==> config.mk <==
export PLATFORM = sky130hd
export DESIGN_NAME = gpio_mux_ctrl
export DESIGN_NICKNAME = d
export VERILOG_FILES = /design/src/rtl/gpio_mux_ctrl.sv
export SDC_FILE = /design/constraint.sdc
export NUM_CORES = 1
export LEC_CHECK = 0
export CELL_PAD_IN_SITES_DETAIL_PLACEMENT = 0
export CELL_PAD_IN_SITES_GLOBAL_PLACEMENT = 1
export CORE_UTILIZATION = 40
export CTS_CLUSTER_SIZE = 25
export DETAILED_ROUTE_END_ITERATION = 10
export PLACE_DENSITY_LB_ADDON = 0.1
export SYNTH_ARGS = -nofsm -noshare
export SYNTH_HDL_FRONTEND = slang
export SYNTH_SLANG_ARGS = --single-unit
export TNS_END_PERCENT = 50
==> constraint.sdc <==
create_clock -name clk -period 2 [get_ports clk]
set_clock_uncertainty 0.05 [all_clocks]
set_input_delay 0.4 -clock clk [delete_from_list [all_inputs] [get_ports clk]]
set_output_delay 0.4 -clock clk [all_outputs]
set_load 0.02 [all_outputs]
==> src/rtl/gpio_mux_ctrl.sv <==
module gpio_mux_ctrl #(
  parameter int NPINS = 8,
  parameter logic [NPINS-1:0] SHARED = 8'h3F
) (
  input  logic             clk,
  input  logic             rst_n,
  input  logic             bus_wr,
  input  logic             bus_rd,
  input  logic [4:0]       bus_addr,
  input  logic [NPINS-1:0] bus_wdata,
  output logic [NPINS-1:0] bus_rdata,
  input  logic [NPINS-1:0] pad_in,
  output logic [NPINS-1:0] pad_out,
  output logic [NPINS-1:0] pad_oe,
  input  logic [NPINS-1:0] per_out,
  input  logic [NPINS-1:0] per_oe,
  output logic [NPINS-1:0] per_in,
  output logic             irq
);
  localparam logic [4:0] A_OWN_S = 5'd0,  A_OWN_C = 5'd1,  A_OWN_R = 5'd2;
  localparam logic [4:0] A_DIR_S = 5'd3,  A_DIR_C = 5'd4,  A_DIR_R = 5'd5;
  localparam logic [4:0] A_DAT_S = 5'd6,  A_DAT_C = 5'd7,  A_DAT_R = 5'd8;
  localparam logic [4:0] A_FLT_S = 5'd9,  A_FLT_C = 5'd10, A_FLT_R = 5'd11;
  localparam logic [4:0] A_IEN_S = 5'd12, A_IEN_C = 5'd13, A_IEN_R = 5'd14;
  localparam logic [4:0] A_PAD_R = 5'd15, A_PND_R = 5'd16;

  logic [NPINS-1:0] own_q, dir_q, dat_q, flt_q, ien_q;
  logic [NPINS-1:0] s1, s2, s3, filt, prev, pend;
  logic [NPINS-1:0] own_st, chg, wmask;
  logic             rd_pend;

  assign own_st  = own_q | ~SHARED;
  assign wmask   = bus_wr ? bus_wdata : '0;
  assign chg     = filt ^ prev;
  assign rd_pend = bus_rd && bus_addr == A_PND_R;

  assign pad_out = (own_st & dat_q) | (~own_st & per_out);
  assign pad_oe  = (own_st & dir_q) | (~own_st & per_oe);
  assign per_in  = ~own_st & pad_in;
  assign irq     = |(pend & ien_q);

  always_ff @(posedge clk or negedge rst_n) begin
    if (!rst_n) begin
      own_q <= SHARED;
      dir_q <= '0;
      dat_q <= '0;
      flt_q <= '0;
      ien_q <= '0;
    end else begin
      if (bus_addr == A_OWN_S) own_q <= (own_q | wmask) & SHARED;
      if (bus_addr == A_OWN_C) own_q <= own_q & ~(wmask & SHARED);
      if (bus_addr == A_DIR_S) dir_q <= dir_q | wmask;
      if (bus_addr == A_DIR_C) dir_q <= dir_q & ~wmask;
      if (bus_addr == A_DAT_S) dat_q <= dat_q | wmask;
      if (bus_addr == A_DAT_C) dat_q <= dat_q & ~wmask;
      if (bus_addr == A_FLT_S) flt_q <= flt_q | wmask;
      if (bus_addr == A_FLT_C) flt_q <= flt_q & ~wmask;
      if (bus_addr == A_IEN_S) ien_q <= ien_q | wmask;
      if (bus_addr == A_IEN_C) ien_q <= ien_q & ~wmask;
    end
  end

  always_ff @(posedge clk or negedge rst_n) begin
    if (!rst_n) begin
      s1 <= '0; s2 <= '0; s3 <= '0; filt <= '0; prev <= '0; pend <= '0;
    end else begin
      s1   <= pad_in;
      s2   <= s1;
      s3   <= s2;
      filt <= (flt_q & ((s2 ~^ s3) & s2 | ~(s2 ~^ s3) & filt)) | (~flt_q & s2);
      prev <= filt;
      pend <= (rd_pend ? '0 : pend) | chg;
    end
  end

  always_ff @(posedge clk or negedge rst_n) begin
    if (!rst_n) bus_rdata <= '0;
    else if (bus_rd) begin
      case (bus_addr)
        A_OWN_R: bus_rdata <= own_st;
        A_DIR_R: bus_rdata <= dir_q;
        A_DAT_R: bus_rdata <= dat_q;
        A_FLT_R: bus_rdata <= flt_q;
        A_IEN_R: bus_rdata <= ien_q;
        A_PAD_R: bus_rdata <= s2;
        A_PND_R: bus_rdata <= pend;
        default: bus_rdata <= '0;
      endcase
    end
  end

  a_r2_release: assert property (@(posedge clk) disable iff (!rst_n)
    (bus_wr && bus_addr == A_OWN_C) |=> ((own_st & $past(bus_wdata) & SHARED) == '0));
  a_r3_dedicated: assert property (@(posedge clk) disable iff (!rst_n)
    (bus_wr && (bus_addr == A_OWN_C || bus_addr == A_OWN_S)) |=> ((~SHARED & ~own_st) == '0));
  a_r4_per_in_quiet: assert property (@(posedge clk) disable iff (!rst_n)
    (per_in & own_st) == '0);
  a_r5_dir_applies: assert property (@(posedge clk) disable iff (!rst_n)
    ((pad_oe ^ dir_q) & own_st) == '0);
  a_r7_periph_drives: assert property (@(posedge clk) disable iff (!rst_n)
    ((pad_out ^ per_out) & ~own_st) == '0);
  a_r10_read_clears: assert property (@(posedge clk) disable iff (!rst_n)
    rd_pend |=> pend == $past(chg));
  a_r11_irq_source: assert property (@(posedge clk) disable iff (!rst_n)
    irq |-> ((pend & ien_q) != '0));
endmodule

==> run summary <==
number of synthesized flops with an enable pin - 0
post-synthesis cell count - 371
crit path cell chain - buf_12 > mux2_2 > buf_2
Crit path largest cell delay - 0.58 ns
Finished Layout Cells - 631
#FFs+latches synth - 94
Layout Nets - 534
setup slack, reg-to-reg - 0.46 ns
Hold WS - 0.306 ns
Pwr Density - 827 nW/µm²
hpwl dp - 8500 µm
Routed Antenna Nets - 0
cell with the most instances after synthesis - dfrtp_1
pin count of the biggest net entering global routing - 41
placed insts - 606
post-synth top area share - 0.531
Max Buffers Root-to-Sink - 2
DP Worst Slack - -0.399 ns
DR pass1 iterations - 5
die width - 104 µm
Worst R2R Path Depth - 5
WL per Instance - 18.5 µm
Post-synth top cells - 88 x dfrtp_1, 32 x a31oi_1, 30 x nand2_1
Post-Syn Area per Cell - 11.2 µm²
register area share after synthesis - 0.569
Peak Freq - 499 MHz
vias in the first global route - 3407
synth warn - 0
WHS Endpoint - s2[2]
setup violators final - 1
I/O pins - 74
initial core utilization - 0.419
Setup crit end kind - output pin
starting DRC count in detailed routing - 204
Core Area - 9910 µm²
slowest library cell on the worst path - dfstp_2
RSZ-0062 raised after global routing - yes
hold_sp - s1[2]
violated checks - negative setup slack
clock sinks - 94
Mapped Area - 4150 µm²
TritonCTS Buffers - 9
Post-route DRC - 0
Post-synth ARST share - 1.00
Rows - 36
post-synth cell types - 44
final period utilization - 1.00
crit path DAT - 1.55 ns
CTS clk-pin slew, worst paths - 0.10 ns
cell taking the most area after synthesis - dfrtp_1
total die area - 10800 µm²
Tmin final - 2.00 ns
synth top area cells - dfrtp_1 53%, a31oi_1 4.8%, o31ai_1 4.0%
clock root cell - clkbuf_8
vias per inst - 5.58
IO buf count - 67
max-capacitance violation count - 0
fin. max-slew vios - 0
Worst-Skew Late Latency - 0.38 ns
die height - 104 µm
CTS tree - done
leakage power - 2.37 nW
CP Max Fanout - 3
setup_tns - -0.00316 ns
grt total ovfl - 0
reg2reg end - bus_rdata[0]
Syn-to-layout area delta - 34.9%
Worst Path Required - 1.55 ns
CP Class - register to output pin
Hold Path Cell Cnt - 0
antenna violations before repair - 0
first-pass GRT wire length - 18600 µm
status - finished with violations
gr usage total - 0.228
worst min path class - register to register
gp weighted congestion - 0.919
Fin. Hold Viols - 0
ys flop type - dfrtp_1
H-tree depth - 3
setup ws final - -0.00316 ns
startpoint types - register
Routed WL - 11700 µm
peak supply drop - 0.396 mV
ANT cells - 0
Via Count - 3520
ratio of cells with drive above 1 in the final layout - 0.251
-- power breakdown --
group | leakage (nW) | switching [mW] | internal, mW
sequential | 1.13 | 0.224 | 2.13
clock | 0.0960 | 0.708 | 0.582
combinational | 1.14 | 0.479 | 0.507
total | 2.37 | 1.41 | 3.22
-- per-stage QoR --
step | total power, mW | utilization | instance area (µm²)
final | 4.63 | 0.565 | 5600
after global routing | 4.87 | 0.565 | 5600
after CTS | 4.64 | 0.562 | 5570
after detailed placement | 3.36 | 0.540 | 5350
after global placement | 3.34 | 0.540 | 5350
after floorplan | 2.85 | - | 4150
-- cells by family (layout without fill, tap and decap cells) --
| family | Yosys count | after routing | synth area share |
|---|---|---|---|
| XOR/XNOR | 9 | 9 | 0.0190 |
| AO/OA/AOI/OAI | 132 | 132 | 0.211 |
| buffers and inverters | 26 | 152 | 0.0335 |
| AND/OR/NAND/NOR | 93 | 93 | 0.124 |
| multiplexers | 16 | 16 | 0.0425 |
| other | 1 | 2 | 0.000904 |
| flip-flops | 94 | 94 | 0.569 |
-- critical path: cells and delay by family (launching register included) --
kind | cells | cell delay [ns]
buffers and inverters | 2 | 0.27
muxes | 1 | 0.33
DFF | 1 | 0.58
-- layer usage --
| metal | wire length (µm) | global-route usage | up-vias |
|---|---|---|---|
| met5 | 0 | 0 | - |
| met4 | 359 | 0.119 | 0 |
| met3 | 588 | 0.0345 | 22 |
| met2 | 5470 | 0.350 | 109 |
| met1 | 5270 | 0.313 | 1746 |
| li1 | - | - | 1643 |
-- cell usage in the layout (no fill, tap or decap), drive strengths merged, types with 13 or more instances in the layout --
cell	netlist	routed
a21oi	17	17
o31ai	22	22
dfrtp	88	88
nand2	30	30
nor2	13	13
mux2	13	13
a22oi	14	14
a31oi	32	32
clkdlybuf4s50	0	46
buf	17	80
o21ai	25	25
-- worst max path at each step --
stage	start	end	slack (ns)	cells past startpoint
after detailed placement	bus_addr[3]	bus_rdata[5]	-0.40	7
after floorplan	bus_addr[3]	bus_rdata[7]	0.32	7
after global placement	bus_addr[3]	bus_rdata[2]	-0.34	7
final	register	pad_out[0]	-0.003	3
after CTS	register	pad_out[0]	-0.01	3
after global routing	register	pad_out[0]	-0.03	3
-- timing repair --
action / in CTS / in global routing
hold buffers: 1 / 0
endpoints found under the setup margin: 23 / 9
buffers inserted: 7 / 1
endpoints found under the hold margin: 27 / 0
gates resized for setup: 56 / 11
-- layout make-up --
type | instances | area [µm²]
clock buffers | 9 | 124
fillers | 893 | 4310
clock inverters | 7 | 72.6
multi-input cells | 252 | 1680
inverters | 1 | 3.75
flip-flops and latches | 94 | 2360
well taps | 133 | 166
repair buffers | 135 | 1200
Power figures use the tool's default switching activity.
